## src/rtl/mgmt_pkg.sv

```systemverilog
package mgmt_pkg;

    localparam int ADDR_W      = 5;
    localparam int DATA_W      = 16;
    localparam int FRAME_BITS  = 64;
    localparam int IDX_W       = $clog2(FRAME_BITS);
    localparam int RELEASE_BIT = 46;   // first period the PHY owns the line on a read
    localparam int DATA_BIT    = 48;   // first data period

    typedef struct packed {
        logic              wr;
        logic [ADDR_W-1:0] phy;
        logic [ADDR_W-1:0] regad;
        logic [DATA_W-1:0] wdata;
    } mgmt_req_t;

    // Bit FRAME_BITS-1 goes out first.
    function automatic logic [FRAME_BITS-1:0] mk_frame(mgmt_req_t r);
        logic [1:0]        op;
        logic [DATA_W+1:0] tail;
        op   = r.wr ? 2'b01 : 2'b10;
        tail = r.wr ? {2'b10, r.wdata} : {(DATA_W+2){1'b1}};
        return {{32{1'b1}}, 2'b01, op, r.phy, r.regad, tail};
    endfunction

endpackage

```

## src/rtl/mgmt_clk_div.sv

```systemverilog
module mgmt_clk_div #(
    parameter int CLK_DIV = 20
) (
    input  logic clk,
    input  logic rst,
    input  logic run,
    output logic mdc,
    output logic rise_stb,
    output logic end_stb
);
    localparam int HALF = CLK_DIV / 2;
    localparam int CW   = (CLK_DIV > 1) ? $clog2(CLK_DIV) : 1;

    logic [CW-1:0] cnt;

    always_ff @(posedge clk) begin
        if (rst || !run)
            cnt <= '0;
        else if (cnt == CW'(CLK_DIV - 1))
            cnt <= '0;
        else
            cnt <= cnt + 1'b1;
    end

    assign mdc      = run && (cnt >= CW'(HALF));
    assign rise_stb = run && (cnt == CW'(HALF - 1));
    assign end_stb  = run && (cnt == CW'(CLK_DIV - 1));
endmodule

```

## src/rtl/mgmt_frame_seq.sv

```systemverilog
module mgmt_frame_seq
    import mgmt_pkg::*;
(
    input  logic       clk,
    input  logic       rst,
    input  logic       start,
    input  mgmt_req_t  req,
    input  logic       rise_stb,
    input  logic       end_stb,
    output logic       busy,
    output logic       wr_lat,
    output logic       mdio_o,
    output logic       mdio_oe,
    output logic       capture_en,
    output logic       done_stb
);
    logic [FRAME_BITS-1:0] frame;
    logic [IDX_W-1:0]      bit_idx;
    logic                  last_bit;

    assign last_bit = (bit_idx == IDX_W'(FRAME_BITS - 1));

    always_ff @(posedge clk) begin
        if (rst) begin
            busy    <= 1'b0;
            wr_lat  <= 1'b0;
            frame   <= '1;
            bit_idx <= '0;
        end else if (start && !busy) begin
            busy    <= 1'b1;
            wr_lat  <= req.wr;
            frame   <= mk_frame(req);
            bit_idx <= '0;
        end else if (busy && end_stb) begin
            frame <= {frame[FRAME_BITS-2:0], 1'b1};
            if (last_bit)
                busy <= 1'b0;
            else
                bit_idx <= bit_idx + 1'b1;
        end
    end

    assign mdio_o     = frame[FRAME_BITS-1];
    assign mdio_oe    = busy && (wr_lat || (bit_idx < IDX_W'(RELEASE_BIT)));
    assign capture_en = busy && !wr_lat && rise_stb && (bit_idx >= IDX_W'(DATA_BIT));
    assign done_stb   = busy && end_stb && last_bit;
endmodule

```

## src/rtl/mgmt_rd_capture.sv

```systemverilog
module mgmt_rd_capture
    import mgmt_pkg::*;
(
    input  logic              clk,
    input  logic              rst,
    input  logic              capture_en,
    input  logic              sample,
    input  logic              done_stb,
    input  logic              is_read,
    output logic [DATA_W-1:0] read_data
);
    logic [DATA_W-1:0] shreg;

    always_ff @(posedge clk) begin
        if (rst) begin
            shreg     <= '0;
            read_data <= '0;
        end else begin
            if (capture_en)
                shreg <= {shreg[DATA_W-2:0], sample};
            if (done_stb && is_read)
                read_data <= shreg;
        end
    end
endmodule

```

## src/rtl/mgmt_bus_master.sv

```systemverilog
module mgmt_bus_master
    import mgmt_pkg::*;
#(
    parameter int CLK_DIV = 20
) (
    input  logic              clk,
    input  logic              rst,
    input  logic              start,
    input  logic              rw,
    input  logic [ADDR_W-1:0] phy_addr,
    input  logic [ADDR_W-1:0] reg_addr,
    input  logic [DATA_W-1:0] write_data,
    output logic [DATA_W-1:0] read_data,
    output logic              busy,
    output logic              mdc,
    output logic              mdio_o,
    output logic              mdio_oe,
    input  logic              mdio_i
);
    mgmt_req_t req;
    logic      rise_stb, end_stb, capture_en, done_stb, wr_lat;

    assign req = '{wr: rw, phy: phy_addr, regad: reg_addr, wdata: write_data};

    mgmt_clk_div #(.CLK_DIV(CLK_DIV)) u_div (
        .clk      (clk),
        .rst      (rst),
        .run      (busy),
        .mdc      (mdc),
        .rise_stb (rise_stb),
        .end_stb  (end_stb)
    );

    mgmt_frame_seq u_seq (
        .clk        (clk),
        .rst        (rst),
        .start      (start),
        .req        (req),
        .rise_stb   (rise_stb),
        .end_stb    (end_stb),
        .busy       (busy),
        .wr_lat     (wr_lat),
        .mdio_o     (mdio_o),
        .mdio_oe    (mdio_oe),
        .capture_en (capture_en),
        .done_stb   (done_stb)
    );

    mgmt_rd_capture u_cap (
        .clk        (clk),
        .rst        (rst),
        .capture_en (capture_en),
        .sample     (mdio_i),
        .done_stb   (done_stb),
        .is_read    (!wr_lat),
        .read_data  (read_data)
    );
endmodule

```

## config.mk

```make
export PLATFORM = sky130hd
export DESIGN_NAME = mgmt_bus_master
export DESIGN_NICKNAME = d
export VERILOG_FILES = /design/src/rtl/mgmt_pkg.sv /design/src/rtl/mgmt_clk_div.sv /design/src/rtl/mgmt_frame_seq.sv /design/src/rtl/mgmt_rd_capture.sv /design/src/rtl/mgmt_bus_master.sv
export SDC_FILE = /design/constraint.sdc
export NUM_CORES = 1
export LEC_CHECK = 0
export ABC_AREA = 1
export CAP_MARGIN = 30
export CORE_MARGIN = 10
export CORE_UTILIZATION = 50
export DETAILED_ROUTE_END_ITERATION = 12
export DONT_BUFFER_PORTS = 1
export GPL_TIMING_DRIVEN = 0
export MAX_ROUTING_LAYER = met4
export SETUP_SLACK_MARGIN = 0.2
export SKIP_CTS_REPAIR_TIMING = 1
export SYNTH_ARGS = -nofsm -noshare
export SYNTH_HDL_FRONTEND = slang
export SYNTH_SLANG_ARGS = --single-unit
```

## constraint.sdc

```tcl
create_clock -name clk -period 2.75 [get_ports clk]
set_input_delay 0.275 -clock clk [delete_from_list [all_inputs] [get_ports clk]]
set_output_delay 0.275 -clock clk [all_outputs]
set_load 0.02 [all_outputs]
```

After elaboration in Yosys (flattened, before gate mapping)

Cells that the tools add are included.
Widths: inputs -> output; s select.

Flip-flop bits (word level): 109
Word-level logic and storage cells: 45
Output and inout bits: 20
Input bits: 31

Equality and inequality tests: 3
$add $sub $neg: 2
Order comparisons: 3
Reduce and logical (&&, ||, !) cells: 21
Multiplexer cells: 7
Bitwise gates (word level): 1

Operators by type and width:

| cell                | number |
|---|---|
| $mux 32             | 2 |
| $mux 17             | 1 |
| $logic_and 1x1->1   | 11 |
| $add 6x1->6 const B | 1 |
| $eq 6x6->1 const B  | 1 |
| $ge 6x6->1 const B  | 1 |
| $lt 6x6->1 const B  | 1 |
| $add 5x1->5 const B | 1 |
| $eq 5x4->1 const B  | 1 |
| $eq 5x5->1 const B  | 1 |
| $ge 5x4->1 const B  | 1 |
| $reduce_and 2->1    | 2 |
| $reduce_bool 2->1   | 2 |
| $reduce_or 2->1     | 2 |
| $mux 1              | 3 |
| $logic_not 1->1     | 2 |
| $logic_or 1x1->1    | 2 |
| $mux 2              | 1 |
| $not 1->1           | 1 |

Depth between registers and ports, before layout

Depth after elaboration: 5
Gate-level depth with buffers: 9
Mapped depth without buffers: 8

Hierarchy

From an unflattened synthesis, not the netlist that was laid out.

Cell total of the unflattened synthesis: 590
Area, all modules: 4355.4 sq um

By module, submodules not included:

| module          | area an instance (sq um) | seq. area each (sq um) | cells each | times used |
|---|---|---|---|---|
| mgmt_frame_seq  | 2820.2                   | 1441.4                 | 375        | 1 |
| mgmt_rd_capture | 1212.4                   | 640.6                  | 171        | 1 |
| mgmt_clk_div    | 319.1                    | 100.1                  | 43         | 1 |
| mgmt_bus_master | 3.8                      | 0.0                    | 1          | 1 |

Worst setup path before layout

No wires, ideal clock.

Kind: register to register
From: register u_div.cnt[0]
To: register u_cap.read_data[10]
Data required time: 2635 ps
Library setup time: 115 ps
Cell stages (with the launch flop): 10
Data arrival time: 1334 ps
Clock period less this slack: 1449 ps
Path slack: 1301 ps
Path buffers: 1
Cells stage by stage: dfxtp_1 > ha_1 > inv_1 > nor2_4 > nand2_2 > nor2_8 > buf_4 > nand4_1 > nand2_1 > nor2_1

Cells in the longest elaborated chain, start to end: 5

Ends and longest elaborated chain:

| what                           | line                  | source |
|---|---|---|
| start, declared                | mgmt_clk_div.sv:14    | `logic [CW-1:0] cnt;` |
| start signal, assigned         | mgmt_clk_div.sv:22    | `cnt <= cnt + 1'b1;` |
| $eq 5x5->1                     | mgmt_clk_div.sv:27    | `assign end_stb = run && (cnt == CW'(CLK_DIV - 1));` |
| $logic_and 1x1->1              | mgmt_clk_div.sv:27    |  |
| $logic_and 1x1->1 (2 in a row) | mgmt_frame_seq.sv:46  | `assign done_stb = busy && end_stb && last_bit;` |
| $logic_and 1x1->1              | mgmt_rd_capture.sv:21 | `if (done_stb && is_read)` |
| end signal, assigned           | mgmt_rd_capture.sv:22 | `read_data <= shreg;` |
| end, declared                  | mgmt_rd_capture.sv:10 | `output logic [DATA_W-1:0] read_data` |

Every way passes these cells.
A chain may end at the register's enable or synchronous reset.

Final worst setup path

From: register u_seq.wr_lat
To: output port mdio_oe

Cells in the longest elaborated chain, start to end: 2

Ends and longest elaborated chain:

| what                   | line                  | source |
|---|---|---|
| start, declared        | mgmt_frame_seq.sv:11  | `output logic wr_lat,` |
| start signal, assigned | mgmt_frame_seq.sv:31  | `wr_lat <= req.wr;` |
| $logic_or 1x1->1       | mgmt_frame_seq.sv:44  | `assign mdio_oe = busy && (wr_lat \|\| (bit_idx < IDX_W'(RELEASE_BIT)));` |
| $logic_and 1x1->1      | mgmt_frame_seq.sv:44  |  |
| end, declared          | mgmt_bus_master.sv:17 | `output logic mdio_oe,` |

Every way passes these cells.

==> flow_summary.ini <==
[worst_hold_path]
hold_path.class = primary input to register
hold_path_depth = 2

[global_routing]
antenna_found_initial = 0
grt_pass1_vias = 3447
grt_max_degree = 18
grt_pass1_wl_mm = 16.2
overflow = 0
groute.usage.overall = 0.153

[synthesis]
yosysSeqAreaShare = 0.499
synth_nets = 596
syn_area_um2 = 4370
ys_types = 30
synth_warnings = 0
netlist_top_cells_area = dfxtp_1, nand2_1, a21oi_1, nand3_1, nand4_1
ys_ff_latch = 109
netlist.area_leader.share = 0.499
postSynthAreaPerCell_um2 = 7.80
yosysTopAreaCell = dfxtp_1
synthCells = 561

[pwr]
power_density_nw_per_um2 = 620
total_power_w = 0.00295
ir_drop_v = 0.000281
leakage_nw = 2.05

[clock_tree]
htree_levels = 3
cts.clk_slew.worst_paths_ps = 100
clkSinkCount = 109
cts_buffer_depth = 2
cts-root-buf = clkbuf_8
cts_buffers = 9
tritoncts = built
clk_latency_ps = 360

[drt]
routed_wl_mm = 9.26
ant_nets = 0
vias = 3580
first_pass_iters = 4
routedWlPerCell_um = 13.5
drtIter0Drc = 269
vias_per_cell = 5.22
drc = 0

[setup_path]
cp.arrival_ps = 1670
crit_chain = clkinv_1, buf_2, a21oi_1
crit_path_top_delay_cell = a21oi_1
crit_type = register to output port
critPathMaxFanout = 10
r2r_cells = 9
max_stage_delay_ps = 460
cp_data_required_time_ps = 2480
crit_path_start_kind = register
end_kind = output port

[finish]
diodes = 0
final_area_um2 = 4760
areaGrowthSynthToFinish_pct = 8.75
nets = 608
final_common_cell = nand2_1
layout.cells.non_filler = 686
final_cell_mix = nand2_1, dfxtp_1, a21oi_1, nand3_1, nor2_1
drive_above_1_share = 0.107

[sta]
timing.hold.ws_ps = 31.9
setup_tns_ps = 0
skew_ps = 12.0
hold_viol = 0
drv_slew = 0
fmax_mhz = 514
slew_headroom = 0.655
setup_violations = 0
rsz0062_at_grt = false
period_share = 0.708
worst_pin_slew_ps = 516
period_needed_ps = 1950

[outcome]
status = finished, final reports clean

[placement]
io_buffers = 0
placed_area_um2 = 4510
dp_cells = 669
place_congestion = 0.782
dp_hpwl_mm = 6.43

[floorplanning]
fp.coreArea_um2 = 8640
fp.dieW_um = 114
die_height_um = 114
rows = 34
start_util = 0.507
ios = 51
fp.dieArea_um2 = 12900

[flow_run]
drv_cap = 0
synthesized netlist by cell type:
cell,number
nand3_4,1
clkbuf_1,5
ha_1,4
nand3_1,53
inv_1,25
inv_4,1
nand2_4,2
buf_1,2
buf_2,18
nor2_2,1
nor3_1,1
xnor2_1,2
nand4_1,27
dfxtp_1,109
a21oi_2,4
nand2_1,175
buf_6,3
o31ai_1,1
xor2_1,3
o21ai_0,20
inv_2,3
nand3_2,1
nor2_1,28
buf_4,4
a21oi_1,56
nor2_8,2
nor2_4,4
nand2_2,3
buf_8,1
clkinv_1,2
stage by stage:
stage / setup WS (ps) / util
floorplan: 1300 / -
global route: 726 / 0.551
global placement: 1080 / 0.522
detailed placement: 1070 / 0.522
CTS: 757 / 0.550
finish: 804 / 0.551
flip-flops by register name, summed over array words and instances, names as in the netlist:
register	cells
u_cap.read_data	16
u_div.cnt	5
u_seq.bit_idx	6
u_seq.wr_lat	1
u_seq.busy	1
u_seq.frame	64
u_cap.shreg	16
worst max-delay path, delay by kind of cell (launching register included):
family | cells | cell delay [ps]
AO/OA/AOI/OAI | 1 | 460
buffers and inverters | 2 | 470
flip-flops | 1 | 370
worst paths after layout:
check / from / end / slack (ps)
worst min register to register: u_seq.frame[38] / u_seq.frame[39] / 460
worst min-delay path: write_data[13] / u_seq.frame[13] / 30
worst max register to register: u_div.cnt[1] / u_cap.read_data[12] / 1080
worst max-delay path: u_seq.wr_lat / mdio_oe / 800
logic make-up (layout without fill, tap and decap cells):
group / Yosys count / count (layout) / synth area share
AOI/OAI and AO/OA: 81 / 81 / 0.0967
xor gates and xnor gates: 5 / 5 / 0.0100
buffers and inverters: 64 / 81 / 0.0718
adders and majority gates: 4 / 4 / 0.0114
DFF: 109 / 109 / 0.499
and+or+nand+nor: 298 / 298 / 0.311
power by group:
part	leakage [nW]	switching, W	internal, W
sequential	0.888	0.0000278	0.00162
clock	0.114	0.000519	0.000609
combinational	1.05	0.000114	0.0000575
cell type report:
class,instances,area [µm²]
Multi-Input combinational cell,388,1880
Buffer,33,195
Clock buffer,11,131
Clock inverter,5,106
Tap cell,108,135
Fill cell,833,3880
Timing Repair Buffer,1,10.0
Sequential cell,109,2180
Inverter,31,119
metal layers:
| layer | vias up | GRT usage | wire length [µm] |
|---|---|---|---|
| met5 | - | - | 0 |
| met4 | 0 | 0.0465 | 104 |
| met3 | 7 | 0.0478 | 470 |
| met2 | 55 | 0.241 | 4420 |
| met1 | 1660 | 0.183 | 4270 |
| li1 | 1858 | - | - |
Note: power is estimated with default switching activity, not from simulation.
